[src/rtl/dcv_pkg.sv]
package dcv_pkg;
    localparam int DW      = 64;
    localparam int SW      = 32;
    localparam int DEXP    = 11;
    localparam int DFRAC   = 52;
    localparam int SEXP    = 8;
    localparam int SFRAC   = 23;
    localparam int GUARD   = 7;
    localparam int WSIG    = SFRAC + GUARD;
    localparam int NARROW  = DFRAC - WSIG;
    localparam int EW      = 13;
    localparam int BIAS_ADJ = ((1 << (DEXP - 1)) - 1) - ((1 << (SEXP - 1)) - 1) + 1;
    localparam int HALF    = 1 << (GUARD - 1);
    localparam int EXP_LIM = (1 << SEXP) - 3;

    typedef struct packed {
        logic                 sign;
        logic signed [EW-1:0] exp;
        logic [SW-1:0]        sig;
    } unpk_t;

    typedef struct packed {
        logic [SW-1:0] data;
        logic          ovf;
        logic          unf;
        logic          inx;
    } res_t;

    // right shift that ORs every bit shifted out into the LSB
    function automatic logic [SW-1:0] jam_shr(input logic [SW-1:0] a,
                                              input logic [EW-1:0] cnt);
        logic [SW-1:0] mask;
        if (cnt >= EW'(SW)) begin
            return {{(SW-1){1'b0}}, |a};
        end
        mask = (SW'(1) << cnt) - SW'(1);
        return (a >> cnt) | {{(SW-1){1'b0}}, |(a & mask)};
    endfunction
endpackage

[src/rtl/dcv_narrow.sv]
module dcv_narrow
    import dcv_pkg::*;
(
    input  logic [DW-1:0] din_i,
    output unpk_t         unpk_o
);
    logic [DEXP-1:0]  exp_in;
    logic [DFRAC-1:0] frac_in;
    logic [WSIG-1:0]  sig_n;
    logic             nz;

    always_comb begin
        exp_in   = din_i[DW-2 -: DEXP];
        frac_in  = din_i[DFRAC-1:0];
        sig_n    = frac_in[DFRAC-1 -: WSIG];
        sig_n[0] = sig_n[0] | (|frac_in[NARROW-1:0]);
        nz       = (exp_in != '0) || (sig_n != '0);

        unpk_o.sign = din_i[DW-1];
        if (nz) begin
            unpk_o.exp = $signed({{(EW-DEXP){1'b0}}, exp_in}) - $signed(EW'(BIAS_ADJ));
            unpk_o.sig = (SW'(1) << WSIG) | SW'(sig_n);
        end else begin
            unpk_o.exp = '0;
            unpk_o.sig = '0;
        end
    end
endmodule

[src/rtl/dcv_round.sv]
module dcv_round
    import dcv_pkg::*;
(
    input  unpk_t unpk_i,
    input  logic  trunc_i,
    output res_t  res_o
);
    logic [SW-1:0]        inc, pre_sum, sig_a, sum_a, qsig, packed_v;
    logic [GUARD-1:0]     rbits;
    logic signed [EW-1:0] exp_a;
    logic                 big, under, tiny;

    always_comb begin
        inc     = trunc_i ? '0 : SW'(HALF);
        pre_sum = unpk_i.sig + inc;
        big     = (unpk_i.exp > $signed(EW'(EXP_LIM))) ||
                  ((unpk_i.exp == $signed(EW'(EXP_LIM))) && pre_sum[SW-1]);
        under   = unpk_i.exp < 0;
        tiny    = (unpk_i.exp < -1) || !pre_sum[SW-1];

        if (under) begin
            sig_a = jam_shr(unpk_i.sig, EW'(-unpk_i.exp));
            exp_a = '0;
        end else begin
            sig_a = unpk_i.sig;
            exp_a = unpk_i.exp;
        end

        rbits = sig_a[GUARD-1:0];
        sum_a = sig_a + inc;
        qsig  = sum_a >> GUARD;
        if (!trunc_i && (rbits == GUARD'(HALF))) begin
            qsig[0] = 1'b0;
        end
        if (qsig == '0) begin
            exp_a = '0;
        end
        packed_v = {unpk_i.sign, {(SW-1){1'b0}}}
                 + (SW'(exp_a[SEXP-1:0]) << SFRAC) + qsig;

        res_o.ovf  = big;
        res_o.inx  = big || (rbits != '0);
        res_o.unf  = !big && under && tiny && (rbits != '0);
        res_o.data = big ? ({unpk_i.sign, {SEXP{1'b1}}, {SFRAC{1'b0}}} - SW'(trunc_i))
                         : packed_v;
    end

    // a denormalised operand never lands above the smallest normal exponent
    always_comb begin
        if (under) begin
            p_subn_field_r10: assert (packed_v[SW-2 -: SEXP] <= SEXP'(1));
        end
    end
endmodule

[src/rtl/dbl_to_sgl_cvt.sv]
module dbl_to_sgl_cvt
    import dcv_pkg::*;
(
    input  logic          clk,
    input  logic          rst_n,
    input  logic          in_valid,
    input  logic [DW-1:0] in_data,
    input  logic          rnd_trunc,
    output logic          out_valid,
    output logic [SW-1:0] out_data,
    output logic          out_ovf,
    output logic          out_unf,
    output logic          out_inx
);
    typedef struct packed {
        logic valid;
        res_t res;
    } state_t;

    unpk_t  unpk;
    res_t   rnd_res;
    state_t st_d, st_q;

    dcv_narrow u_narrow (
        .din_i  (in_data),
        .unpk_o (unpk)
    );

    dcv_round u_round (
        .unpk_i  (unpk),
        .trunc_i (rnd_trunc),
        .res_o   (rnd_res)
    );

    always_comb begin
        st_d       = st_q;
        st_d.valid = in_valid;
        if (in_valid) begin
            st_d.res = rnd_res;
        end
    end

    always_ff @(posedge clk or negedge rst_n) begin
        if (!rst_n) begin
            st_q <= '0;
        end else begin
            st_q <= st_d;
        end
    end

    assign out_valid = st_q.valid;
    assign out_data  = st_q.res.data;
    assign out_ovf   = st_q.res.ovf;
    assign out_unf   = st_q.res.unf;
    assign out_inx   = st_q.res.inx;

    p_valid_lag_r11: assert property (@(posedge clk) disable iff (!rst_n)
        in_valid |=> out_valid);
    p_valid_idle_r11: assert property (@(posedge clk) disable iff (!rst_n)
        !in_valid |=> !out_valid);
    p_hold_r11: assert property (@(posedge clk) disable iff (!rst_n)
        !in_valid |=> ($stable(out_data) && $stable(out_ovf) &&
                       $stable(out_unf) && $stable(out_inx)));
    p_sign_copy_r2: assert property (@(posedge clk) disable iff (!rst_n)
        in_valid |=> (out_data[SW-1] == $past(in_data[DW-1])));
    p_ovf_inexact_r7: assert property (@(posedge clk) disable iff (!rst_n)
        out_ovf |-> out_inx);
    p_unf_inexact_r10: assert property (@(posedge clk) disable iff (!rst_n)
        out_unf |-> out_inx);
    p_trunc_no_inf_r8: assert property (@(posedge clk) disable iff (!rst_n)
        (in_valid && rnd_trunc) |=> (out_data[SW-2 -: SEXP] != '1));
    p_inf_iff_ovf_r7: assert property (@(posedge clk) disable iff (!rst_n)
        (in_valid && !rnd_trunc) |=> ((out_data[SW-2 -: SEXP] == '1) == out_ovf));
endmodule

[config.mk]
export PLATFORM = sky130hd
export DESIGN_NAME = dbl_to_sgl_cvt
export DESIGN_NICKNAME = d
export VERILOG_FILES = /design/src/rtl/dcv_pkg.sv /design/src/rtl/dcv_narrow.sv /design/src/rtl/dcv_round.sv /design/src/rtl/dbl_to_sgl_cvt.sv
export SDC_FILE = /design/constraint.sdc
export NUM_CORES = 1
export LEC_CHECK = 0
export BUFFER_PORTS_ARGS = -buffer_cell sky130_fd_sc_hd__buf_2
export CAP_MARGIN = 0
export CORE_UTILIZATION = 60
export CTS_CLUSTER_DIAMETER = 40
export DETAILED_ROUTE_END_ITERATION = 8
export MAX_ROUTING_LAYER = met4
export PLACE_DENSITY_LB_ADDON = 0.15
export SETUP_SLACK_MARGIN = 0.5
export SLEW_MARGIN = 30
export SYNTH_ARGS = -nofsm -noshare
export SYNTH_HDL_FRONTEND = slang
export SYNTH_SLANG_ARGS = --single-unit
export TNS_END_PERCENT = 10
[constraint.sdc]
create_clock -name clk -period 1.3 [get_ports clk]
set_input_delay 0.195 -clock clk [delete_from_list [all_inputs] [get_ports clk]]
set_output_delay 0.195 -clock clk [all_outputs]
set_load 0.05 [all_outputs]
==> reports/qor.yml, run 1 <==
status:
  run_status: "did not finish"
  haltStage: "4_1_cts"
  tool.error: "[ERROR DPL-0033] detailed placement checks failed during check placement."
yosys:
  synth_area_leaders: "dfrtp_1 (13%), a21oi_1 (6.1%), nor2_1 (5.0%)"
  synth.distinct_cells: 97
  synth_nets: 1107
  synth_area_leader_cell: "dfrtp_1"
  async_flop_share: 1.00
  synthXorXnorAreaFrac: 0.0349
  synth_mux_area_frac: 0.0723
  synth_top_cell_area_share: 0.128
  syn_area_sq_um: 7030
  syn-instance-count: 1030
  ys_warn_count: 0
  synth_edf_count: 0
  synth_compound_area_frac: 0.331
  ys_seq_area_frac: 0.128
  synth_top_family_by_area: "simple AND/OR/NAND/NOR gates"
  yosys.area_share.simple: 0.347
  synth-seq-cells: 36
  synthFlopType: "dfrtp_1"
  avgSynthCellArea_sq_um: 6.82
  synth_fa_ha_area_frac: 0.0171
floorplan:
  die_h_um: 110
  die_w_um: 110
  initial_utilization: 0.615
  rows: 39
  io_pins: 104
cts:
  cts_buffers: 5
  cts_max_level: 2
  clkSinkCount: 36
  cts_buffer_depth: 2
  root_buffer: "clkbuf_16"
  cts_setup_buffers: 53
  cts_resized: 98
placed_design:
  dp.cells: 1549
  dpl_cell_area_sq_um: 10300
  hpwl_mm: 31.8
  port_buffers: 103
  routabilityCongestion: 1.56
## synth_stat cells, drive strengths merged (17+ instances only)
master	instances
nor2	95
nand2	94
a21oi	86
clkbuf	65
nand3	60
o21ai	45
nor4	41
nor3	38
dfrtp	36
buf	31
mux2i	26
nand4	25
o211ai	23
inv	22
a211oi	20
xnor2	20
o31ai	19
a31oi	18
and3	17
## logic make-up after synthesis
logic type,Yosys count
fa+ha+maj,9
buf+inv,120
mux,43
simple gates,461
flops,36
compound gates,333
xor+xnor,28
## per-stage QoR
| stage | utilization | setup TNS [ns] | setup slack, ns |
|---|---|---|---|
| 2_1_floorplan | - | -150.40 | -5.52 |
| 3_3_place_gp | 0.902 | -139.36 | -4.92 |
| 3_5_place_dp | 0.902 | -154.16 | -5.48 |
==> run 2, diff against run 1 <==
Settings changed: CORE_UTILIZATION 60 to 40, CTS_CLUSTER_DIAMETER 40 to not set, MAX_ROUTING_LAYER met4 to not set, SETUP_SLACK_MARGIN 0.5 to not set.
==> run 2 against run 1 <==
The flow now finishes, with violations (design-rule violations, negative setup slack). Synthesized cell count is the same. Area after synthesis is the same.
==> reports/qor.yml, run 2 <==
worst_setup_path:
  path_buf_inv: 5
  critPathTopFamily: "simple AND/OR/NAND/NOR gates"
  start_kind: "primary input"
  arrival_ns: 6.20
  cp.depth: 29
  crit_required_ns: 1.46
  worst_path_largest_cell_delay_ns: 0.57
  endpoint_kind: "register"
  cp_max_fo: 8
  path_class: "in -> reg"
  rr_worst_depth: 5
  critical-path-slowest-cell: "or4b_4"
  cpMostUsedCell: "buf_6"
placed_design:
  hpwl_mm: 33.8
  place_ws_ns: -5.17
  port_buffers: 103
  routabilityCongestion: 1.06
yosys:
  synth_area_leader_cell: "dfrtp_1"
  async_flop_share: 1.00
  synthFlopType: "dfrtp_1"
  ys_seq_area_frac: 0.128
  syn-instance-count: 1030
  yosys.area_share.simple: 0.347
  synth_area_leaders: "dfrtp_1 (13%), a21oi_1 (6.1%), nor2_1 (5.0%)"
  synthXorXnorAreaFrac: 0.0349
  synth_top_family_by_area: "simple AND/OR/NAND/NOR gates"
  synth_most_common_cell: "nor2_1"
  synth.distinct_cells: 97
  synth_edf_count: 0
  avgSynthCellArea_sq_um: 6.82
  synth_compound_area_frac: 0.331
  netlist_top_cells_count: "nor2_1 (94), nand2_1 (93), a21oi_1 (86)"
  synth-seq-cells: 36
  syn_area_sq_um: 7030
  ys_warn_count: 0
  synth_mux_area_frac: 0.0723
  synth_top_cell_area_share: 0.128
  synth_nets: 1107
  synth_fa_ha_area_frac: 0.0171
power:
  finalPower_mw: 8.40
  pwr_density_cell_nw_per_um2: 734
  p_switching_mw: 4.00
  p_comb_frac: 0.688
  peakVddDrop_uv: 623
  pwr-share-clk: 0.154
  power.internal_mw: 4.40
  leakagePower_nw: 4.93
  p_sw_frac: 0.476
  power_frac_seq: 0.158
grt:
  grt_use_total: 0.468
  grtUsageMet3: 0.117
  grt_use_met2: 0.700
  grt_pass1_wl_mm: 63.3
  gr-total-overflow: 0
  antenna_found_initial: 3
  busiest_layer: "met2"
  met1_usage: 0.593
  grt_max_degree: 37
  grt_pass1_vias: 10500
timing:
  min_period_ns: 6.03
  skew_ns: 0
  rsz0062_at_grt: "true"
  maxSlewHeadroom: 0.382
  fmax_mhz: 166
  fin_ws_ns: -4.73
  period_share: 4.64
  drv_slew: 0
  worst_slew_pin_slew_ns: 0.919
  hold_viol: 0
  tns_ns: -129.46
  finalSetupViolCount: 35
cts:
  clock_latency_ns: 0.28
  clkSinkCount: 36
  cts_max_level: 2
  cts_tree: "yes"
  cts_buffer_depth: 2
  root_buffer: "clkbuf_16"
  cts_buffers: 5
  path_clk_slew_ns: 0.06
min_path:
  min_path_cells: 3
  holdCritPathClass: "in -> reg"
floorplan:
  die_w_um: 135
  rows: 48
  die_area_sq_um: 18100
  die_h_um: 135
  coreArea_sq_um: 17200
  initial_utilization: 0.408
  io_pins: 104
routing:
  vias: 11100
  drcViolationCount: 2
  wl_per_cell_um: 25.6
  viasPerCell: 6.59
  wirelength_mm: 43.3
  drt_iter0_drc: 1341
  ant_nets: 0
  drt-pass1-iter-count: 7
cells_and_area:
  area_growth_pct: 62.8
  largest_reg_flops: 32
  n_fill_cell: 1541
  drive_gt1_frac: 0.452
  layout_common_cells: "buf_4 (401), buf_2 (99), nand2_1 (92), nor2_1 (87), a21oi_1 (76)"
  final_common_cell: "buf_4"
  nNetsFinal: 1539
  multi_input_area_sq_um: 6220
  seqCellArea_sq_um: 901
job:
  maxCapViolCount: 0
status:
  failed_checks: "design-rule violations, negative setup slack"
  run_status: "finished, violations left"
[run 2: cell counts after synthesis]
No cell type changed its count.
[run 2: through the flow]
stage	instance area, sq um	utilization	instances	hold slack [ns]
floorplan	7360	-	1030	-0.101
global placement	10600	0.615	1656	0.248
detailed placement	10600	0.615	1656	0.265
CTS	11100	0.646	1677	0.215
global route	11400	0.664	1688	0.259
finish	11400	0.664	1688	0.230
[run 2: cell families (layout without fill, tap and decap cells)]
kind of cell    Yosys count  in the layout
xor+xnor                 28             28
mux                      43             43
buf+inv                 120            552
simple gates            461            461
other cells               0              1
flops                    36             36
fa+ha+maj                 9              9
compound gates          333            333
[run 2: timing repair]
| item | 4_1_cts | 5_1_grt |
|---|---|---|
| setup endpoints to repair | 35 | 35 |
| hold buffers | 1 | 0 |
| endpoints found under the hold margin | 36 | 0 |
| pin swaps | 33 | 12 |
| resized for setup | 57 | 52 |
| setup buffers | 13 | 10 |
[run 2: layout make-up]
| cell class | instances | area share |
|---|---|---|
| multi-input cells | 874 | 0.543 |
| repair buffers | 521 | 0.331 |
| flip-flops and latches | 36 | 0.0788 |
| well taps | 225 | 0.0246 |
| clock buffers | 7 | 0.0133 |
| inverters | 24 | 0.00886 |
| diodes | 1 | 0.000219 |
[run 2: final timing paths]
| path | slack, ns | end | from |
|---|---|---|---|
| min in group asynchronous | 0.48 | out_valid | rst_n |
| max in group asynchronous | 0.49 | out_ovf | rst_n |
| worst min-delay path | 0.23 | out_data[31] | in_data[63] |
| worst max register to register | 0.19 | out_data[15] | out_data[15] |
| worst min register to register | 0.49 | out_data[21] | out_data[21] |
| worst max-delay path | -4.73 | out_data[29] | in_data[58] |
[run 2: worst reg2reg max path, cell delays in order (launching register included)]
cell and delay (ns):
dfrtp_1 0.37, nor2_1 0.14, nor2_1 0.05, and2_1 0.16, mux2i_1 0.13, o221ai_1 0.13
[run 2: per-layer routing]
layer / part of all wire / vias up
met5: 0.00025 / -
met4: 0.077 / 2
met3: 0.12 / 219
met2: 0.42 / 839
met1: 0.38 / 5215
li1: - / 4857
[run 2: power by group through the flow]
stage               combinational (mW)  sequential, mW  clock, mW
floorplan                         2.26            1.85          0
global placement                  5.27            1.34          0
detailed placement                5.28            1.35          0
CTS                               5.39            1.33       1.30
global route                      6.00            1.35       1.35
finish                            5.77            1.33       1.29
Power figures use the tool's default switching activity.
